**src/rtl/txbus_timebase.sv**
```systemverilog
module txbus_timebase #(
  parameter int SLOTS     = 32,
  parameter int SLOT_BITS = 8,
  parameter int FRAMES    = 48
) (
  input  logic clk,
  input  logic rst_n,
  input  logic cfg_fs_dir_in,
  input  logic cfg_ms_dir_in,
  input  logic [$clog2(SLOTS*SLOT_BITS)-1:0] cfg_offset,
  input  logic cfg_dbl_rate,
  input  logic cfg_data_late,
  input  logic cfg_sync_late,
  input  logic fs_in,
  input  logic ms_in,
  output logic fs_out,
  output logic ms_out,
  output logic data_stb,
  output logic sync_stb,
  output logic [$clog2(SLOTS)-1:0] slot_idx,
  output logic [$clog2(SLOT_BITS)-1:0] bit_idx,
  output logic [$clog2(FRAMES)-1:0] frame_idx,
  output logic mf_first
);
  localparam int FRAME_BITS = SLOTS * SLOT_BITS;
  localparam int BW = $clog2(FRAME_BITS);
  localparam int TW = $clog2(SLOT_BITS);
  localparam int FW = $clog2(FRAMES);
  localparam logic [BW-1:0] LAST_BIT = BW'(FRAME_BITS - 1);
  localparam logic [FW-1:0] LAST_FRM = FW'(FRAMES - 1);

  logic q_fs_dir, q_ms_dir, q_dbl, q_dlate, q_slate;
  logic [BW-1:0] q_off, bit_cnt;
  logic [FW-1:0] frm_cnt;
  logic phase, fs_d, ms_d, pend_fs, pend_ms;

  logic adv, fs_rise, ms_rise, do_fs, do_ms, wrap;
  logic [BW-1:0] cur_bit, off_inc, bit_inc;
  logic [FW-1:0] cur_frm;

  assign adv      = !q_dbl || phase;
  assign sync_stb = !q_dbl || (phase == q_slate);
  assign data_stb = !q_dbl || (phase == q_dlate);
  assign fs_rise  = sync_stb && q_fs_dir && fs_in && !fs_d;
  assign ms_rise  = sync_stb && q_ms_dir && ms_in && !ms_d;
  assign do_fs    = fs_rise || pend_fs;
  assign do_ms    = ms_rise || pend_ms;
  assign cur_bit  = (do_ms || do_fs) ? q_off : bit_cnt;
  assign cur_frm  = do_ms ? '0 : frm_cnt;
  assign wrap     = (cur_bit == LAST_BIT);
  assign off_inc  = q_off + 1'b1;
  assign bit_inc  = bit_cnt + 1'b1;

  always_ff @(posedge clk) begin
    if (!rst_n) begin
      bit_cnt  <= '0;
      frm_cnt  <= '0;
      phase    <= 1'b0;
      pend_fs  <= 1'b0;
      pend_ms  <= 1'b0;
      fs_d     <= fs_in;
      ms_d     <= ms_in;
      q_fs_dir <= cfg_fs_dir_in;
      q_ms_dir <= cfg_ms_dir_in;
      q_off    <= cfg_offset;
      q_dbl    <= cfg_dbl_rate;
      q_dlate  <= cfg_data_late;
      q_slate  <= cfg_sync_late;
    end else begin
      phase <= q_dbl ? !phase : 1'b0;
      if (sync_stb) begin
        fs_d <= fs_in;
        ms_d <= ms_in;
      end
      if (adv) begin
        bit_cnt <= cur_bit + 1'b1;
        if (wrap) frm_cnt <= (cur_frm == LAST_FRM) ? '0 : cur_frm + 1'b1;
        else      frm_cnt <= cur_frm;
        pend_fs <= 1'b0;
        pend_ms <= 1'b0;
        if (wrap) begin
          q_fs_dir <= cfg_fs_dir_in;
          q_ms_dir <= cfg_ms_dir_in;
          q_off    <= cfg_offset;
          q_dbl    <= cfg_dbl_rate;
          q_dlate  <= cfg_data_late;
          q_slate  <= cfg_sync_late;
        end
      end else begin
        pend_fs <= pend_fs | fs_rise;
        pend_ms <= pend_ms | ms_rise;
      end
    end
  end

  assign fs_out    = !q_fs_dir && sync_stb && (bit_cnt == q_off);
  assign ms_out    = !q_ms_dir && sync_stb && (bit_cnt == q_off) && (frm_cnt == '0);
  assign slot_idx  = bit_cnt[BW-1:TW];
  assign bit_idx   = bit_cnt[TW-1:0];
  assign frame_idx = frm_cnt;
  assign mf_first  = (frm_cnt == '0);


  frm_range_chk: assert property (@(posedge clk) disable iff (!rst_n)
    frm_cnt <= LAST_FRM);


  ms_fs_align_chk: assert property (@(posedge clk) disable iff (!rst_n)
    (ms_out && !q_fs_dir) |-> (fs_out && mf_first));


  fs_realign_chk: assert property (@(posedge clk) disable iff (!rst_n)
    (adv && do_fs && !do_ms) |=> (bit_cnt == $past(off_inc)));


  ms_realign_chk: assert property (@(posedge clk) disable iff (!rst_n)
    (adv && do_ms && q_off != LAST_BIT) |=> (frm_cnt == '0 && bit_cnt == $past(off_inc)));


  step_chk: assert property (@(posedge clk) disable iff (!rst_n)
    (adv && !do_fs && !do_ms) |=> (bit_cnt == $past(bit_inc)));


  hold_chk: assert property (@(posedge clk) disable iff (!rst_n)
    !adv |=> ($stable(bit_cnt) && $stable(frm_cnt)));
endmodule

```
**config.mk**
```make
export PLATFORM = sky130hd
export DESIGN_NAME = txbus_timebase
export DESIGN_NICKNAME = d
export VERILOG_FILES = /design/src/rtl/txbus_timebase.sv
export SDC_FILE = /design/constraint.sdc
export NUM_CORES = 1
export LEC_CHECK = 0
export ABC_AREA = 1
export BUFFER_PORTS_ARGS = -buffer_cell sky130_fd_sc_hd__buf_2
export CORE_ASPECT_RATIO = 0.7
export CORE_MARGIN = 4
export CORE_UTILIZATION = 40
export CTS_CLUSTER_SIZE = 25
export DETAILED_ROUTE_END_ITERATION = 8
export SYNTH_ARGS = -nofsm -noshare
export SYNTH_HDL_FRONTEND = slang
export SYNTH_SLANG_ARGS = --single-unit
```
**constraint.sdc**
```tcl
create_clock -name clk -period 3.85 [get_ports clk]
set_clock_uncertainty 0.2 [all_clocks]
set_input_delay 0.385 -clock clk [delete_from_list [all_inputs] [get_ports clk]]
set_output_delay 0.385 -clock clk [all_outputs]
set_load 0.05 [all_outputs]
```
# Word level (Yosys, flattened, before mapping)
# Index checks and enable logic that the tools add are counted.
[totals]
out_inout_bits = 19
wordCells = 79
register_bits = 32
in_bits = 17
[op_classes]
bitwise = 3
eq_ne = 8
reduce_logical = 27
add_sub_neg = 2
muxes = 26
[op_table]
columns = ["cell", "n"]
rows = [
  ["2-to-1 mux 8 bit", 4],
  ["2-to-1 mux 1 bit", 19],
  ["2-to-1 mux 6 bit", 3],
  ["logical AND 1 bit", 11],
  ["adder 8 x 1 -> 8 bit, second input constant", 1],
  ["equality test 8 bit", 1],
  ["equality test 8 bit, second input constant", 1],
  ["adder 6 x 1 -> 6 bit, second input constant", 1],
  ["equality test 6 bit, second input constant", 1],
  ["zero test 1 bit", 6],
  ["zero test 6 bit", 1],
  ["logical OR 1 bit", 6],
  ["!= test 2 x 1 -> 1 bit, second input constant", 3],
  ["AND reduction 2 bit", 2],
  ["equality test 1 bit", 2],
  ["bitwise OR 1 bit", 2],
  ["OR reduction 2 bit", 1],
  ["inverter 1 bit", 1],
]

# Logic depth before layout (Yosys ltp)
[depth]
depth_word = 12
mapped_depth = 16
depth_no_buf = 16

# Least setup slack after synthesis
# OpenSTA, ideal clock, no wires.
[synth_path]
kind = "flip-flop to flip-flop"
start = "reg q_slate"
end = "reg q_dbl, enable pin"
required_ps = 3249
arrival_time_ps = 2845
n_path_buf = 0
stages_incl_launch_ff = 13
path_slack_ps = 404
setup_time_ps = 401
period_less_slack_ps = 3446
path_cell_list = "edfxtp_1 -> nand2_1 -> nand3_4 -> a21oi_4 -> nand2_2 -> nand2_1 -> o21ai_0 -> inv_1 -> ha_1 -> nand2_2 -> nor2_4 -> nand2_2 -> o21ai_0"
[synth_between]
elab_chain_len = 11
elab_cells_between_ends = 15
classes_between = "3 x eq/ne; 1 x mux; 11 x reduce/logical"
[synth_rtl]
columns = ["element", "line", "text"]
rows = [
  ["start, declared", "32", "logic q_fs_dir, q_ms_dir, q_dbl, q_dlate, q_slate;"],
  ["start signal, assigned", "68", "q_slate <= cfg_sync_late;"],
  ["start signal, assigned", "87", "q_slate <= cfg_sync_late;"],
  ["equality test 1 bit *", "42", "assign sync_stb = !q_dbl || (phase == q_slate);"],
  ["logical OR 1 bit *", "42", ""],
  ["net sync_stb", "19", "output logic sync_stb,"],
  ["logical AND 1 bit (on tied branches) (3 in series)", "45, 44", ""],
  ["logical OR 1 bit (on tied branches)", "47, 46", ""],
  ["logical OR 1 bit *", "48", "assign cur_bit = (do_ms || do_fs) ? q_off : bit_cnt;"],
  ["2-to-1 mux 8 bit *", "48", ""],
  ["equality test 8 bit *", "50", "assign wrap = (cur_bit == LAST_BIT);"],
  ["!= test 2 x 1 -> 1 bit (no line) *", "-", ""],
  ["AND reduction 2 bit (no line) *", "-", ""],
  ["end signal, assigned", "66", "q_dbl <= cfg_dbl_rate;"],
  ["end signal, assigned", "85", "q_dbl <= cfg_dbl_rate;"],
  ["end, declared", "32", ""],
]
# Mark *: on every way through the listed nets, which the timed path passes. The rest lies on a longest branch.
# A chain may end at the register's enable or synchronous reset.

# Final worst setup path
[layout_path]
start = "reg q_slate"
end = "reg q_off[6], enable pin"
[layout_between]
elab_chain_len = 11
elab_cells_between_ends = 15
classes_between = "3 x eq/ne; 1 x mux; 11 x reduce/logical"
[layout_rtl]
columns = ["element", "line", "text"]
rows = [
  ["equality test 1 bit *", "42", ""],
  ["logical OR 1 bit *", "42", ""],
  ["logical AND 1 bit (on tied branches) (3 in series)", "45, 44", ""],
  ["logical OR 1 bit (on tied branches)", "47, 46", ""],
  ["logical OR 1 bit *", "48", ""],
  ["2-to-1 mux 8 bit *", "48", ""],
  ["equality test 8 bit *", "50", ""],
  ["!= test 2 x 1 -> 1 bit (no line) *", "-", ""],
  ["AND reduction 2 bit (no line) *", "-", ""],
  ["end signal, assigned", "65", "q_off <= cfg_offset;"],
  ["end signal, assigned", "84", "q_off <= cfg_offset;"],
  ["end, declared", "33", "logic [BW-1:0] q_off, bit_cnt;"],
]
# Every way passes the cells marked *; elsewhere a longest branch is shown, timed or not.

==> impl_metrics.csv <==
group,metric,value,unit
synthesis,yosysSeqAreaShare,43.0,%
grt,first_global_vias,1484,
timing,setup_violators_final,0,
clock_network,cts_made_buffers,5,
floorplan,initial_utilization,42.0,%
synthesis,synth_compound_area_share,9.60,%
placement,place_congestion,0.859,
synthesis,post_synth_and_or_nand_nor_area_fraction,35.9,%
setup_path,worst_path_max_delay_cell,"sky130_fd_sc_hd__edfxtp_1",
clock_network,insertion_delay,0.28,ns
grt,grt_pass1_wl,7160,um
cells_and_area,insertedDiodeCount,0,
clock_network,cts.clk_slew.worst_paths,0.07,ns
status,status,"finished clean",
clock_network,clk_root_buffer_cell,"sky130_fd_sc_hd__clkbuf_8",
synthesis,syn_area_per_cell,7.47,sq um
setup_path,critical_path.startpoint_type,"register",
floorplan,ios,36,
timing,clock.fmax,0.332,GHz
timing,finalWorstPathRequiredPeriod,3.01,ns
drt,vias,1674,
synthesis,postSynthNetCount,265,
placement,numPortBuffers,35,
floorplan,chipWidth,89.0,um
timing,timing.slew.headroom,62.3,%
drt,first_iter_violations,128,
clock_network,cts-htree-levels,2,
clock_network,cts_tree,"built",
synthesis,synth_top_family_by_area,"simple AND/OR/NAND/NOR gates",
run,max_cap_viol_count,0,
timing,final-hold-violation-count,0,
clock_network,clock_sink_count,32,
setup_path,path_cells,"nand2_1 > nand3_4 > a21oi_4 > nand2_2 > nand2_1 > o21ai_0 > inv_1 > ha_1 > nand2_2 > nor2_4 > nand2_2 > o21ai_1 > buf_4",
synthesis,ys_warn_count,0,
setup_path,crit_top_cell,"sky130_fd_sc_hd__nand2_2",
grt,maximum_number_of_pins_on_one_net_before_global_route_repair,14,
setup_path,critical-path-max-stage-delay,0.38,ns
floorplan,die_h,64.7,um
grt,track_usage,16.0,%
setup_path,worstPathArrival,2.78,ns
min_path,min_path_type,"in2reg",
setup_path,path_max_fanout,13,
timing,fin_hold_ws,0.0778,ns
drt,via_per_inst,4.89,
drt,detail_route.drc_violations,0,
synthesis,yosys.area_share.adder,1.36,%
drt,antenna_left,0,
timing,worst_pin_slew,0.563,ns
timing,finalCritPeriodShare,78.3,%
synthesis,yosys_register_bits,32,
synthesis,synthDistinctLibCells,28,
cells_and_area,design.final.nets,305,
drt,totalWireLength,4220,um
cells_and_area,layout.cells.most_common,"sky130_fd_sc_hd__nand2_1",
floorplan,row_count,20,
drt,firstDrtPassIters,4,
setup_path,crit_path_end_kind,"register",
synthesis,synth-xor-area-share,0.477,%
grt,grt_antenna_before_repair,0,
setup_path,required,3.62,ns
grt,global_route.overflow_total,0,
synthesis,syn_inst,246,
cells_and_area,layout.cells.most_common_list,"60 x sky130_fd_sc_hd__nand2_1, 37 x sky130_fd_sc_hd__inv_1, 35 x sky130_fd_sc_hd__buf_2",
clock_network,cts-resized-gates,0,
timing,maxSlewViolCount,0,
power,static_leakage_power,1.03,nW
drt,post_drt_wl_per_cell,12.3,um
power,max-vdd-ir-drop,0.192,mV
floorplan,design.die.area,5760,sq um
floorplan,placeableCoreArea,4380,sq um
synthesis,synth_mux_area_share,0,%
timing,finalSetupTns,0,ns
power,pwr_density_cell,451,nW/um^2
clock_network,hold_buffers,0,
timing,rsz0062_at_grt,"no",
synthesis,synth_area,1840,sq um
placement,hpwlAfterDp,3290,um
cells_and_area,relative_area_change_from_synthesis_to_final_layout,17.9,%
cells_and_area,post_route_cells_drive_above_1_share,24.0,%
setup_path,critPathKind,"reg2reg",
clock_network,clock_path_buffers,2,
clock_network,postCtsSetupBuffers,0,
-- cell type report --
cell class	instances	area [sq um]
Fill cell	441	2210
Multi-Input combinational cell	172	871
Sequential cell	32	791
Timing Repair Buffer	36	183
Inverter	39	146
Clock buffer	6	72.6
Tap cell	55	68.8
Clock inverter	2	35.0
-- per-stage QoR --
step | cell area, sq um | setup slack (ns) | util [%] | std cells | power, mW
2_1_floorplan | 1840 | 0.404 | - | 246 | 0.608
3_3_place_gp | 2060 | 0.974 | 47.0 | 334 | 0.670
3_5_place_dp | 2060 | 0.869 | 47.0 | 334 | 0.669
4_1_cts | 2170 | 0.845 | 49.5 | 342 | 0.987
5_1_grt | 2170 | 0.595 | 49.5 | 342 | 1.03
6_report | 2170 | 0.837 | 49.5 | 342 | 0.978
-- routing by layer --
metal	up-vias	global-route usage (%)	part of all wire, %
met5	-	0	0
met1	752	23.8	51
met2	46	23.4	41
met4	0	3.90	0.28
met3	2	3.43	7.4
li1	874	-	-
-- kinds of logic after synthesis --
group / Yosys count
XOR/XNOR: 1
AND/OR/NAND/NOR: 140
AO/OA/AOI/OAI: 29
flip-flops: 32
adder cells (fa/ha/maj): 2
buffers and inverters: 42
-- critical path: cells and delay by family, from the launching register on --
kind	cells	cell delay (ns)
compound gates	3	0.57
fa+ha+maj	1	0.19
buf+inv	2	0.34
flops	1	0.38
simple gates	7	1.00
-- report_power, final --
part	total, mW	internal, mW	leakage, nW	switching (mW)
Sequential	0.412	0.387	0.288	0.0249
Combinational	0.250	0.0697	0.683	0.181
Clock	0.315	0.192	0.0552	0.123
Total	0.978	0.649	1.03	0.329
-- synthesized netlist by cell type --
cell type / number / area share [%]
sky130_fd_sc_hd__o21ai_0: 14 / 3.8
sky130_fd_sc_hd__nand3_4: 1 / 0.95
sky130_fd_sc_hd__nand2_1: 60 / 12
sky130_fd_sc_hd__buf_6: 2 / 1.2
sky130_fd_sc_hd__a21oi_4: 2 / 1.8
sky130_fd_sc_hd__nand3b_1: 1 / 0.41
sky130_fd_sc_hd__nor3_1: 1 / 0.27
sky130_fd_sc_hd__nor2_1: 24 / 4.9
sky130_fd_sc_hd__nand2_4: 1 / 0.61
sky130_fd_sc_hd__buf_4: 1 / 0.41
sky130_fd_sc_hd__a21boi_0: 1 / 0.41
sky130_fd_sc_hd__nand2_2: 9 / 3.1
sky130_fd_sc_hd__ha_1: 2 / 1.4
sky130_fd_sc_hd__inv_1: 37 / 7.6
sky130_fd_sc_hd__a21oi_1: 8 / 2.2
sky130_fd_sc_hd__nor4_1: 1 / 0.34
sky130_fd_sc_hd__nand4_1: 7 / 2.4
sky130_fd_sc_hd__nor2_2: 1 / 0.34
sky130_fd_sc_hd__xor2_1: 1 / 0.48
sky130_fd_sc_hd__edfxtp_1: 15 / 25
sky130_fd_sc_hd__o21ai_1: 1 / 0.27
sky130_fd_sc_hd__a21oi_2: 1 / 0.48
sky130_fd_sc_hd__o22ai_1: 2 / 0.68
sky130_fd_sc_hd__nor2_4: 2 / 1.2
sky130_fd_sc_hd__nand3_1: 25 / 6.8
sky130_fd_sc_hd__or2_2: 7 / 2.4
sky130_fd_sc_hd__dfxtp_1: 17 / 19
sky130_fd_sc_hd__inv_2: 2 / 0.41
-- final timing paths --
kind                 startpoint    endpoint  slack, ns  cells past startpoint
setup / recovery        q_slate    q_off[6]       0.84                     13
hold / removal    cfg_fs_dir_in    q_fs_dir       0.08                      1
setup reg to reg        q_slate    q_off[6]       0.84                     13
hold reg to reg      bit_cnt[1]  bit_cnt[1]       0.33                      2
Note: power is estimated with default switching activity, not from simulation.
